**config.mk**
```make
export PLATFORM = sky130hd
export DESIGN_NAME = twi_poll_slave
export DESIGN_NICKNAME = d
export VERILOG_FILES = /design/src/rtl/twi_poll_pkg.sv /design/src/rtl/twi_line_filter.sv /design/src/rtl/twi_bus_events.sv /design/src/rtl/twi_slave_ctrl.sv /design/src/rtl/twi_poll_slave.sv
export SDC_FILE = /design/constraint.sdc
export NUM_CORES = 1
export LEC_CHECK = 0
export BUFFER_PORTS_ARGS = -buffer_cell sky130_fd_sc_hd__buf_2
export CAP_MARGIN = 30
export CORE_MARGIN = 1
export CORE_UTILIZATION = 45
export CTS_BUF_LIST = sky130_fd_sc_hd__clkbuf_4 sky130_fd_sc_hd__clkbuf_8 sky130_fd_sc_hd__clkbuf_16
export DETAILED_ROUTE_END_ITERATION = 8
export HOLD_SLACK_MARGIN = 0.15
export PLACE_DENSITY = 0.68
export SETUP_SLACK_MARGIN = 0.2
export SLEW_MARGIN = 20
export SYNTH_ARGS = -nofsm -noshare
export SYNTH_HDL_FRONTEND = slang
export SYNTH_HIERARCHICAL = 1
export SYNTH_SLANG_ARGS = --single-unit
```
**constraint.sdc**
```tcl
create_clock -name clk -period 2.52 [get_ports clk]
set_clock_uncertainty 0.05 [all_clocks]
set_input_delay 0.504 -clock clk [delete_from_list [all_inputs] [get_ports clk]]
set_output_delay 0.504 -clock clk [all_outputs]
set_load 0.02 [all_outputs]
```
**src/rtl/twi_poll_pkg.sv**
```systemverilog
package twi_poll_pkg;
   localparam int         BYTE_W       = 8;
   localparam logic [3:0] DEF_DEV_TYPE = 4'b0101;

   typedef enum logic [2:0] {
      ST_IDLE,
      ST_RECV,
      ST_ACK,
      ST_SEND,
      ST_SKIP
   } twi_state_e;
endpackage

```
**src/rtl/twi_line_filter.sv**
```systemverilog
module twi_line_filter #(
   parameter int SYNC_STAGES = 2,
   parameter int FILT_CYCLES = 4
) (
   input  logic clk,
   input  logic rst_n,
   input  logic line_raw,
   output logic line_clean
);
   logic [SYNC_STAGES-1:0] sync_q;
   logic                   line_s;

   always_ff @(posedge clk or negedge rst_n) begin
      if (!rst_n) sync_q <= '1;
      else        sync_q <= {sync_q[SYNC_STAGES-2:0], line_raw};
   end

   assign line_s = sync_q[SYNC_STAGES-1];

   generate
      if (FILT_CYCLES == 1) begin : g_direct
         always_ff @(posedge clk or negedge rst_n) begin
            if (!rst_n) line_clean <= 1'b1;
            else        line_clean <= line_s;
         end
      end else begin : g_count
         localparam int CW = $clog2(FILT_CYCLES);
         logic [CW-1:0] run_q;
         always_ff @(posedge clk or negedge rst_n) begin
            if (!rst_n) begin
               run_q      <= '0;
               line_clean <= 1'b1;
            end else if (line_s == line_clean) begin
               run_q <= '0;
            end else if (run_q == CW'(FILT_CYCLES - 1)) begin
               run_q      <= '0;
               line_clean <= line_s;
            end else begin
               run_q <= run_q + 1'b1;
            end
         end
      end
   endgenerate
endmodule

```
**src/rtl/twi_bus_events.sv**
```systemverilog
module twi_bus_events (
   input  logic clk,
   input  logic rst_n,
   input  logic scl_c,
   input  logic sda_c,
   output logic scl_rise,
   output logic scl_fall,
   output logic start_ev,
   output logic stop_ev
);
   logic scl_q, sda_q;

   always_ff @(posedge clk or negedge rst_n) begin
      if (!rst_n) begin
         scl_q <= 1'b1;
         sda_q <= 1'b1;
      end else begin
         scl_q <= scl_c;
         sda_q <= sda_c;
      end
   end

   assign scl_rise = scl_c & ~scl_q;
   assign scl_fall = ~scl_c & scl_q;
   assign start_ev = scl_c & scl_q & sda_q & ~sda_c;
   assign stop_ev  = scl_c & scl_q & ~sda_q & sda_c;
endmodule

```
**src/rtl/twi_slave_ctrl.sv**
```systemverilog
module twi_slave_ctrl
   import twi_poll_pkg::*;
#(
   parameter logic [3:0] DEV_TYPE = DEF_DEV_TYPE
) (
   input  logic              clk,
   input  logic              rst_n,
   input  logic              scl_rise,
   input  logic              scl_fall,
   input  logic              start_ev,
   input  logic              stop_ev,
   input  logic              sda_c,
   input  logic [3:0]        strap_addr,
   input  logic              nv_busy,
   input  logic              data_ack_en,
   input  logic              read_req,
   input  logic [BYTE_W-1:0] tx_byte,
   output logic              drive_low,
   output logic              rx_valid,
   output logic [BYTE_W-1:0] rx_byte,
   output logic              rx_is_cmd,
   output logic              bus_stop,
   output twi_state_e        state,
   output logic [1:0]        byte_idx
);
   localparam int BC_W = $clog2(BYTE_W + 1);

   logic [BYTE_W-1:0] sh_q;
   logic [BC_W-1:0]   bit_q;
   logic              want_ack;

   always_comb begin
      case (byte_idx)
         2'd0:    want_ack = (sh_q == {DEV_TYPE, strap_addr}) && !nv_busy;
         2'd1:    want_ack = 1'b1;
         default: want_ack = data_ack_en;
      endcase
   end

   always_ff @(posedge clk or negedge rst_n) begin
      if (!rst_n) begin
         state     <= ST_IDLE;
         sh_q      <= '0;
         bit_q     <= '0;
         byte_idx  <= '0;
         drive_low <= 1'b0;
         rx_valid  <= 1'b0;
         rx_byte   <= '0;
         rx_is_cmd <= 1'b0;
         bus_stop  <= 1'b0;
      end else begin
         rx_valid <= 1'b0;
         bus_stop <= 1'b0;
         if (start_ev) begin
            state     <= ST_RECV;
            bit_q     <= '0;
            byte_idx  <= '0;
            drive_low <= 1'b0;
         end else if (stop_ev) begin
            state     <= ST_IDLE;
            drive_low <= 1'b0;
            bus_stop  <= 1'b1;
         end else begin
            case (state)
               ST_RECV: begin
                  if (scl_rise) begin
                     sh_q  <= {sh_q[BYTE_W-2:0], sda_c};
                     bit_q <= bit_q + 1'b1;
                     if (bit_q == BC_W'(BYTE_W - 1) && byte_idx != 2'd0) begin
                        rx_valid  <= 1'b1;
                        rx_byte   <= {sh_q[BYTE_W-2:0], sda_c};
                        rx_is_cmd <= (byte_idx == 2'd1);
                     end
                  end
                  if (scl_fall && bit_q == BC_W'(BYTE_W)) begin
                     if (want_ack) begin
                        drive_low <= 1'b1;
                        state     <= ST_ACK;
                     end else begin
                        state <= ST_SKIP;
                     end
                  end
               end
               ST_ACK: begin
                  if (scl_fall) begin
                     bit_q <= '0;
                     if (byte_idx == 2'd1 && read_req) begin
                        sh_q      <= tx_byte;
                        drive_low <= ~tx_byte[BYTE_W-1];
                        state     <= ST_SEND;
                     end else begin
                        drive_low <= 1'b0;
                        state     <= ST_RECV;
                        if (byte_idx != 2'd2) byte_idx <= byte_idx + 2'd1;
                     end
                  end
               end
               ST_SEND: begin
                  if (scl_fall) begin
                     if (bit_q == BC_W'(BYTE_W - 1)) begin
                        drive_low <= 1'b0;
                        state     <= ST_SKIP;
                     end else begin
                        sh_q      <= {sh_q[BYTE_W-2:0], 1'b0};
                        drive_low <= ~sh_q[BYTE_W-2];
                        bit_q     <= bit_q + 1'b1;
                     end
                  end
               end
               default: drive_low <= 1'b0;
            endcase
         end
      end
   end
endmodule

```
**src/rtl/twi_poll_slave.sv**
```systemverilog
module twi_poll_slave
   import twi_poll_pkg::*;
#(
   parameter int         SYNC_STAGES = 2,
   parameter int         FILT_CYCLES = 4,
   parameter logic [3:0] DEV_TYPE    = DEF_DEV_TYPE
) (
   input  logic              clk,
   input  logic              rst_n,
   input  logic              scl_i,
   input  logic              sda_i,
   output logic              sda_drive_low,
   input  logic [3:0]        strap_addr,
   input  logic              nv_busy,
   input  logic              data_ack_en,
   input  logic              read_req,
   input  logic [BYTE_W-1:0] tx_byte,
   output logic              rx_valid,
   output logic [BYTE_W-1:0] rx_byte,
   output logic              rx_is_cmd,
   output logic              bus_stop
);
   localparam int N_LINES = 2;

   if (SYNC_STAGES < 2) begin : g_bad_sync
      $error("SYNC_STAGES must be at least 2");
   end
   if (FILT_CYCLES < 1) begin : g_bad_filt
      $error("FILT_CYCLES must be at least 1");
   end

   logic [N_LINES-1:0] raw_vec, clean_vec;
   logic               scl_rise, scl_fall, start_ev, stop_ev;
   twi_state_e         ctl_state;
   logic [1:0]         ctl_idx;

   assign raw_vec = {sda_i, scl_i};

   for (genvar g = 0; g < N_LINES; g++) begin : g_line
      twi_line_filter #(
         .SYNC_STAGES (SYNC_STAGES),
         .FILT_CYCLES (FILT_CYCLES)
      ) u_filt (
         .clk        (clk),
         .rst_n      (rst_n),
         .line_raw   (raw_vec[g]),
         .line_clean (clean_vec[g])
      );
   end

   twi_bus_events u_events (
      .clk      (clk),
      .rst_n    (rst_n),
      .scl_c    (clean_vec[0]),
      .sda_c    (clean_vec[1]),
      .scl_rise (scl_rise),
      .scl_fall (scl_fall),
      .start_ev (start_ev),
      .stop_ev  (stop_ev)
   );

   twi_slave_ctrl #(
      .DEV_TYPE (DEV_TYPE)
   ) u_ctrl (
      .clk         (clk),
      .rst_n       (rst_n),
      .scl_rise    (scl_rise),
      .scl_fall    (scl_fall),
      .start_ev    (start_ev),
      .stop_ev     (stop_ev),
      .sda_c       (clean_vec[1]),
      .strap_addr  (strap_addr),
      .nv_busy     (nv_busy),
      .data_ack_en (data_ack_en),
      .read_req    (read_req),
      .tx_byte     (tx_byte),
      .drive_low   (sda_drive_low),
      .rx_valid    (rx_valid),
      .rx_byte     (rx_byte),
      .rx_is_cmd   (rx_is_cmd),
      .bus_stop    (bus_stop),
      .state       (ctl_state),
      .byte_idx    (ctl_idx)
   );
endmodule

```
==> Word level (Yosys, flattened, before mapping) <==
Index checks and enable logic that the tools add are counted.
{ "totals": {"register_bits": 41, "in_bits": 19, "out_inout_bits": 12, "word_cells": 136} }
{ "op_classes": {"n_addsub": 4, "eq_ne": 28, "mux": 49, "bitwise": 17, "reduce_logical": 21} }
{ "ops": {"columns": ["op", "count"], "rows": [
  ["$mux W8", 5],
  ["$mux W4", 6],
  ["$pmux W8 S3", 1],
  ["$mux W2", 11],
  ["$mux W3", 7],
  ["$ne A4 B3 Y1 const B", 5],
  ["$mux W1", 15],
  ["$reduce_and A5 Y1", 3],
  ["$pmux W4 S3", 1],
  ["$ne A2 B2 Y1 const B", 5],
  ["$not A1 Y1", 10],
  ["$pmux W3 S3", 1],
  ["$eq A8 B7 Y1", 1],
  ["$reduce_and A8 Y1", 1],
  ["$reduce_bool A2 Y1", 4],
  ["$and A1 B1 Y1", 7],
  ["$add A2 B1 Y2 const B", 3],
  ["$eq A3 B2 Y1 const B", 2],
  ["$ne A2 B1 Y1 const B", 3],
  ["$ne A3 B2 Y1 const B", 2],
  ["$ne A3 B3 Y1 const B", 2],
  ["$reduce_and A6 Y1", 1],
  ["$reduce_bool A5 Y1", 1],
  ["$add A4 B1 Y4 const B", 1],
  ["15 further kinds", 21]
]} }

==> Longest topological paths before layout <==
Gate-level depths: netlist (run 1).
{ "depth": {"ltp_word": 8, "ltp_mapped": 6, "ltp_nobuf": 6} }

==> By module <==
Netlist (run 1), hierarchy kept.
{ "modules_own_cells": {"columns": ["mod", "n_inst", "cells_each", "area_per_inst_um2", "seq_area_each_um2"], "rows": [
  ["twi_slave_ctrl", 1, 153, 1685.4, 725.7],
  ["twi_line_filter", 2, 10, 177.7, 128.9],
  ["twi_bus_events", 1, 6, 85.1, 52.6]
]} }

==> Worst setup path before layout (run 1) <==
No wires, ideal clock.
{ "synth_timing": {"path_kind": "reg2reg", "start": "reg g_line[1].u_filt.line_clean", "end": "reg u_ctrl.state[2]", "setup_ns": 0.122, "t_arrival_ns": 2.059, "required_time_ns": 2.348, "slack_ns": 0.290, "stages_incl_launch_ff": 6, "n_path_buf": 0, "synth_period_minus_slack_ns": 2.230, "path_cell_list": "dfstp_2 -> and4b_1 -> or3_4 -> or4_4 -> and3_1 -> a32o_1"} }
{ "synth_between": {"elab_chain_cells": 4, "elab_cells_between_ends": 11, "cone_classes": "4 x eq/ne; 2 x mux; 3 x bitwise; 2 x reduce/logical"} }
{ "synth_rtl": {"columns": ["element", "line_no", "rtl"], "rows": [
  ["start: declaration", "twi_line_filter.sv:8", "output logic line_clean"],
  ["start signal: assignment", "twi_line_filter.sv:37", "line_clean <= line_s;"],
  ["$not A1 Y1 *", "twi_bus_events.sv:25", "assign start_ev = scl_c & scl_q & sda_q & ~sda_c;"],
  ["$and A1 B1 Y1 *", "twi_bus_events.sv:25", null],
  ["net start_ev", "twi_poll_slave.sv:33", "logic scl_rise, scl_fall, start_ev, stop_ev;"],
  ["$ne A4 B3 Y1 (no source line) or $reduce_bool A5 Y1 (tied branches)", null, null],
  ["$reduce_and A5 Y1 (no source line)", null, null],
  ["end signal: assignment", "twi_slave_ctrl.sv:42", "state <= ST_IDLE;"],
  ["end signal: assignment", "twi_slave_ctrl.sv:55", "state <= ST_RECV;"],
  ["end signal: assignment", "twi_slave_ctrl.sv:60", "state <= ST_IDLE;"],
  ["end: declaration", "twi_slave_ctrl.sv:23", "output twi_state_e state,"]
]} }
Mark *: on every way through the listed nets, which the timed path passes. The rest lies on a longest branch.
A chain may end at the register's enable or synchronous reset.

==> Final worst setup path (run 1) <==
Same ends and word-level chain as after synthesis.

==> flow_summary.yaml, run 1 <==
run_status:
  status: "finished, violations left"
  violations: "DRC"
clocking:
  cts_max_path_buffers: 2
  cts_htree_levels: 2
  cts_buf_count: 5
  clk-insertion-delay-late_ps: 300
  clkSinkCount: 41
  path_clk_slew_ps: 80
  tritoncts: "yes"
  cts_root_buffer: "clkbuf_8"
sta:
  timing.hold.ws_ps: 247
  timing.final.max_slew_violations: 0
  finalWorstPathRequiredPeriod_ps: 2230
  setup_viol: 0
  layout_setup_ws_ps: 293
  timing.slew.headroom: 0.685
  final_hold_viol_count: 0
  worstMarginPinSlew_ps: 473
  grt_setup_unrepaired: "false"
  min_period_over_period: 0.884
  setup-tns-final_ps: 0
  max_freq_ghz: 0.449
routing:
  antenna_viol_nets_final: 0
  drt-wirelength-per-cell_um: 16.0
  dr.first_iter.drc_count: 157
  detail_route.drc_violations: 4
  drtPass1Iterations: 6
  vias_per_cell: 5.66
  drt-total-wl_um: 4320
  route.vias.total: 1535
hold_path:
  hp-class: "input port to flip-flop"
yosys:
  post_synth_inst_count: 179
  synth-warning-count: 6
  sequential_share_of_the_synthesized_area: 0.487
  yosys_register_bits: 41
  yosys-top-cells-area: "dfrtp_1 (39%), mux2_2 (14%), dfstp_2 (9.9%)"
  yosys_most_used_dff: "dfrtp_1"
  asr_flop_ratio_synth: 1.00
  mappedNetlistArea_mm2: 0.00213
  synth.largest_area_cell: "dfrtp_1"
  synth-edff-count: 0
  synthesis.area_per_instance_um2: 11.9
  post-synth-top-area-fraction: 0.388
  synth_cell_type_count: 47
  synth.net_count: 205
place:
  port-buffer-count: 30
  dpl.hpwl_um: 3000
  placer_s_final_routability_congestion_estimate: 0.879
  detailedPlace.worstSlack_ps: 223
  place_area_mm2: 0.00235
  place.detailed.instances: 260
floorplanning:
  io_pins: 31
  number_of_core_rows: 24
  die_x_um: 70.7
  dieArea_mm2: 0.00500
  fp.dieH_um: 70.7
  starting_density_of_the_core: 0.478
  core-area_mm2: 0.00444
power_and_ir_drop:
  power_switching_mw: 0.897
  leakagePower_nw: 1.18
  power.density_cell_area_mw_per_mm2: 987
  cell_internal_power_dissipation_mw: 1.57
  combinationalPowerShare: 0.382
  power_frac_clock: 0.186
  switching_share: 0.364
  vdd_ir_drop_max_mv: 0.477
  finalPower_mw: 2.47
  sequentialPowerShare: 0.433
global_routing:
  grt-ovfl-total: 0
  via_count_of_the_first_global_routing_pass: 1532
  largest_net_degree_at_the_start_of_global_routing: 42
  gr-usage-all-layers: 0.195
  grt_first_pass_wirelength_um: 7510
  antenna_found_initial: 0
flow_run:
  max_cap_viol_count: 0
cells_and_area:
  final_layout_size_suffix_gt1_frac: 0.411
  nets: 244
  final_core_utilization: 0.563
  design_area_mm2: 0.00250
  layout.cells.most_common: "dfrtp_1"
  mostFrequentLayoutCells: "dfrtp_1 (33), buf_2 (30), mux2_2 (27), nand2_1 (12)"
  finish.cell_count_without_fillers: 271
  antenna-diode-count: 0
  n_fill_cell: 396
  area_delta_synth_final_pct: 17.6
setup_path:
  timing.setup.critical_path_class: "flip-flop to flip-flop"
  setup.worst_path.start_class: "flip-flop"
  kind_of_end_point_of_the_critical_path: "flip-flop"
  cp_data_required_time_ps: 2660
  cp.arrival_ps: 2360
  cp_max_fo: 6
## layer usage
| layer | global-route usage | up-vias | wire length [um] | part of all wire |
|---|---|---|---|---|
| met5 | 0 | - | 0 | 0 |
| met2 | 0.295 | 46 | 2000 | 0.46 |
| li1 | - | 740 | - | - |
| met1 | 0.267 | 745 | 2050 | 0.47 |
| met4 | 0.0756 | 0 | 51 | 0.012 |
| met3 | 0.0541 | 4 | 229 | 0.053 |
## what timing repair did
item                                    CTS  global route
endpoints found under the setup margin    0            12
resized for setup                         0             2
hold buffers                              0             1
hold endpoints to repair                  0            10
buffers inserted                          0             1
## cells in the mapped netlist (2+ instances only)
| master | count |
|---|---|
| dfrtp_1 | 33 |
| mux2_2 | 27 |
| nand2_1 | 12 |
| dfstp_2 | 8 |
| inv_1 | 8 |
| ha_1 | 7 |
| xnor2_1 | 7 |
| nor2b_1 | 6 |
| a21oi_1 | 5 |
| o21ai_0 | 5 |
| or4_1 | 5 |
| nor2_1 | 4 |
| and4b_1 | 3 |
| nor3_2 | 3 |
| a31oi_1 | 2 |
| a32o_1 | 2 |
| buf_2 | 2 |
| clkbuf_1 | 2 |
| mux2i_1 | 2 |
| nand3_1 | 2 |
| nand3b_1 | 2 |
| nor3_1 | 2 |
| nor3b_1 | 2 |
| o2111ai_1 | 2 |
| o311a_1 | 2 |
| o31ai_1 | 2 |
| or3_1 | 2 |
## final timing paths
kind                       slack, ps  depth (start not counted)                        start                           endpoint
max                              290                          5  g_line[1].u_filt/line_clean                    u_ctrl/state[2]
min                              250                          1                        scl_i         g_line[0].u_filt/sync_q[0]
max reg2reg                      290                          5  g_line[1].u_filt/line_clean                    u_ctrl/state[2]
min reg2reg                      310                          0   g_line[1].u_filt/sync_q[0]         g_line[1].u_filt/sync_q[1]
max in group asynchronous       1290                          3                        rst_n         g_line[1].u_filt/sync_q[0]
min in group asynchronous        590                          2                        rst_n  g_line[0].u_filt/g_count.run_q[0]
## sequential cells by signal (all words and copies together) (netlist names), 2 cells and up
signal                       cells
u_ctrl/state                     3
u_ctrl/bit_q                     4
g_line.u_filt/sync_q             4
g_line.u_filt/line_clean         2
u_ctrl/rx_byte                   8
g_line.u_filt/g_count.run_q      4
u_ctrl/sh_q                      8
u_ctrl/byte_idx                  2
## cell type report
class / count / area [um2] / area share
clock buffers: 7 / 90.1 / 0.0360
clock inverters: 1 / 7.51 / 0.00300
inverters: 8 / 30.0 / 0.0120
multi-input cells: 124 / 1050 / 0.418
flip-flops and latches: 41 / 1040 / 0.414
well taps: 52 / 65.1 / 0.0260
repair buffers: 38 / 225 / 0.0901
## critical path: stages (launching register included)
cell and delay, ps:
dfstp_2 580, and4b_1 210, or3_4 390, or4_4 440, and3_1 200, a32o_1 250
## power groups by stage
stage,combinational [mW],sequential [mW],clock [mW]
after global placement,0.885,1.08,0
final,0.942,1.07,0.458
after global routing,1.05,1.11,0.496
after detailed placement,0.900,1.08,0
after CTS,0.910,1.07,0.472
after floorplan,0.737,1.00,0
## logic make-up (layout without fill, tap and decap cells)
| family | count (synthesis) | in the layout | synth area share |
|---|---|---|---|
| and+or+nand+nor | 53 | 53 | 0.161 |
| DFF | 41 | 41 | 0.487 |
| muxes | 29 | 29 | 0.152 |
| AOI/OAI and AO/OA | 28 | 28 | 0.101 |
| buffers and inverters | 14 | 54 | 0.0277 |
| adders and majority gates | 7 | 7 | 0.0412 |
| xor gates and xnor gates | 7 | 7 | 0.0288 |
Power figures use the tool's default switching activity.
==> run 2, diff against run 1 <==
--- a/config.mk
+++ b/config.mk
@@ -7,6 +7,7 @@
 export LEC_CHECK = 0
 export BUFFER_PORTS_ARGS = -buffer_cell sky130_fd_sc_hd__buf_2
 export CAP_MARGIN = 30
+export CORE_ASPECT_RATIO = 1.5
 export CORE_MARGIN = 1
 export CORE_UTILIZATION = 45
 export CTS_BUF_LIST = sky130_fd_sc_hd__clkbuf_4 sky130_fd_sc_hd__clkbuf_8 sky130_fd_sc_hd__clkbuf_16
==> run 2 against run 1 <==
Net effect: maximum frequency is 0.70% higher; critical path type unchanged; routed wire length is 5.3% higher; die area is 0.12% higher; first-iteration DRC count is 76% lower; non-clock buffer count stayed put; setup slack better by 15 ps; the flow now finishes without violations.
==> flow_summary.yaml, run 2 (same netlist as run 1, synthesis figures left out) <==
floorplanning:
  fp.dieH_um: 86.2
  starting_density_of_the_core: 0.468
  number_of_core_rows: 30
  die_x_um: 58.1
  core-area_mm2: 0.00454
  io_pins: 31
  dieArea_mm2: 0.00501
routing:
  drt-total-wl_um: 4550
  dr.first_iter.drc_count: 37
  drt-wirelength-per-cell_um: 16.1
  antenna_viol_nets_final: 0
  detail_route.drc_violations: 0
  drtPass1Iterations: 4
  vias_per_cell: 5.65
  route.vias.total: 1599
cells_and_area:
  mostFrequentLayoutCells: "dfrtp_1 (33), buf_2 (30), mux2_2 (27), nand2_1 (12)"
  final_layout_size_suffix_gt1_frac: 0.411
  multiInputGateArea_mm2: 0.00105
  area_delta_synth_final_pct: 18.5
  largest_registers: "u_ctrl/rx_byte: 8 flops, u_ctrl/sh_q: 8 flops"
  layout.cells.most_common: "dfrtp_1"
  n_fill_cell: 411
  antenna-diode-count: 0
  seqCellArea_mm2: 0.00104
  nets: 244
clocking:
  path_clk_slew_ps: 80
  tritoncts: "yes"
  cts_htree_levels: 2
  clkSinkCount: 41
  cts_buf_count: 5
  cts_root_buffer: "clkbuf_8"
  clk-insertion-delay-late_ps: 290
  cts_max_path_buffers: 2
power_and_ir_drop:
  leakagePower_nw: 1.18
  cell_internal_power_dissipation_mw: 1.63
  power_switching_mw: 0.934
  power_frac_clock: 0.208
  power.density_cell_area_mw_per_mm2: 1020
  combinationalPowerShare: 0.373
  sequentialPowerShare: 0.419
  switching_share: 0.364
  finalPower_mw: 2.57
  vdd_ir_drop_max_mv: 0.560
sta:
  setup-tns-final_ps: 0
  timing.final.max_slew_violations: 0
  finalWorstPathRequiredPeriod_ps: 2210
  min_period_over_period: 0.878
  layout_setup_ws_ps: 309
  timing.slew.headroom: 0.670
  worstMarginPinSlew_ps: 494
  setup_viol: 0
  max_freq_ghz: 0.452
  grt_setup_unrepaired: "false"
  final_hold_viol_count: 0
global_routing:
  largest_net_degree_at_the_start_of_global_routing: 23
  grt-ovfl-total: 0
  grt_first_pass_wirelength_um: 7880
  antenna_found_initial: 0
  gr-usage-all-layers: 0.210
  via_count_of_the_first_global_routing_pass: 1636
place:
  port-buffer-count: 30
  placer_s_final_routability_congestion_estimate: 0.797
  detailedPlace.worstSlack_ps: 158
  dpl.hpwl_um: 3270
flow_run:
  max_cap_viol_count: 0
hold_path:
  whs_path_depth: 1
  hp-class: "input port to flip-flop"
  hp-start: "scl_i"
  min_to: "g_line[0].u_filt/sync_q[0]"
setup_path:
  reg2reg_to: "u_ctrl/state[2]"
  cp_data_required_time_ps: 2660
  critical_path_buf_inv_count: 0
  regToRegStartpoint: "g_line[1].u_filt/line_clean"
  critical_path.top_delay_family: "simple AND/OR/NAND/NOR gates"
  cpMaxStageDelayCell: "dfstp_2"
  cp.arrival_ps: 2350
  kind_of_end_point_of_the_critical_path: "flip-flop"
  crit_path_cell_chain: "and4b_1 -> or3_4 -> or4_4 -> and3_1 -> a32o_1"
  worst-r2r-setup-slack_ps: 310
  cp_max_fo: 6
  ff2ff_path_depth: 5
  setup.worst_path.start_class: "flip-flop"
  timing.setup.critical_path_class: "flip-flop to flip-flop"
  worst_path_largest_cell_delay_ps: 580
run_status:
  status: "complete, no violations"
## run 2: changes by cell type in the layout (fill, tap and decap cells not counted), sizes merged
cell and change:
clkinv +1, bufinv +1, clkbuf -2
## run 2: worst max-delay path by stage
stage | startpoint | endpoint | slack, ps | cells after the start
CTS | g_line[1].u_filt/line_clean | u_ctrl/state[2] | 220 | 5
floorplan | g_line[1].u_filt/line_clean | u_ctrl/state[2] | 290 | 5
global placement | g_line[1].u_filt/line_clean | u_ctrl/rx_byte[0] | 230 | 5
global route | g_line[1].u_filt/line_clean | u_ctrl/rx_byte[5] | 220 | 5
finish | g_line[1].u_filt/line_clean | u_ctrl/state[2] | 310 | 5
detailed placement | g_line[1].u_filt/line_clean | u_ctrl/rx_byte[5] | 160 | 5
## run 2: layout make-up
cell class,instances,area share
inverters,8,0.0119
repair buffers,38,0.0844
clock buffers,5,0.0273
flip-flops and latches,41,0.411
well taps,64,0.0318
clock inverters,3,0.0184
multi-input cells,124,0.415
## run 2: power groups by stage
stage,registers (mW),logic [mW],clock network (mW)
6_report,1.07,0.958,0.534
3_5_place_dp,1.09,0.919,0
4_1_cts,1.07,0.944,0.553
5_1_grt,1.11,1.07,0.572
2_1_floorplan,1.00,0.737,0
3_3_place_gp,1.08,0.893,0
## run 2: metrics by stage
step                utilization  instances  instance area, um2  hold slack (ps)
global route              0.555        283                2520              237
floorplan                     -        179                2130              158
detailed placement        0.522        273                2370              298
global placement          0.522        273                2370              296
CTS                       0.552        282                2510              232
finish                    0.555        283                2520              249
## run 2: metal layers
layer	vias up	wire [um]	global-route usage
met5	-	0	0
met4	0	78	0.0974
li1	736	-	-
met1	804	1870	0.252
met3	10	186	0.0373
met2	49	2420	0.361
## run 2: repair_timing
item | CTS | global route
pin swaps | 0 | 1
resized for setup | 1 | 1
hold endpoints to repair | 13 | 0
hold buffers | 1 | 0
setup endpoints to repair | 9 | 3
buffers inserted | 0 | 1
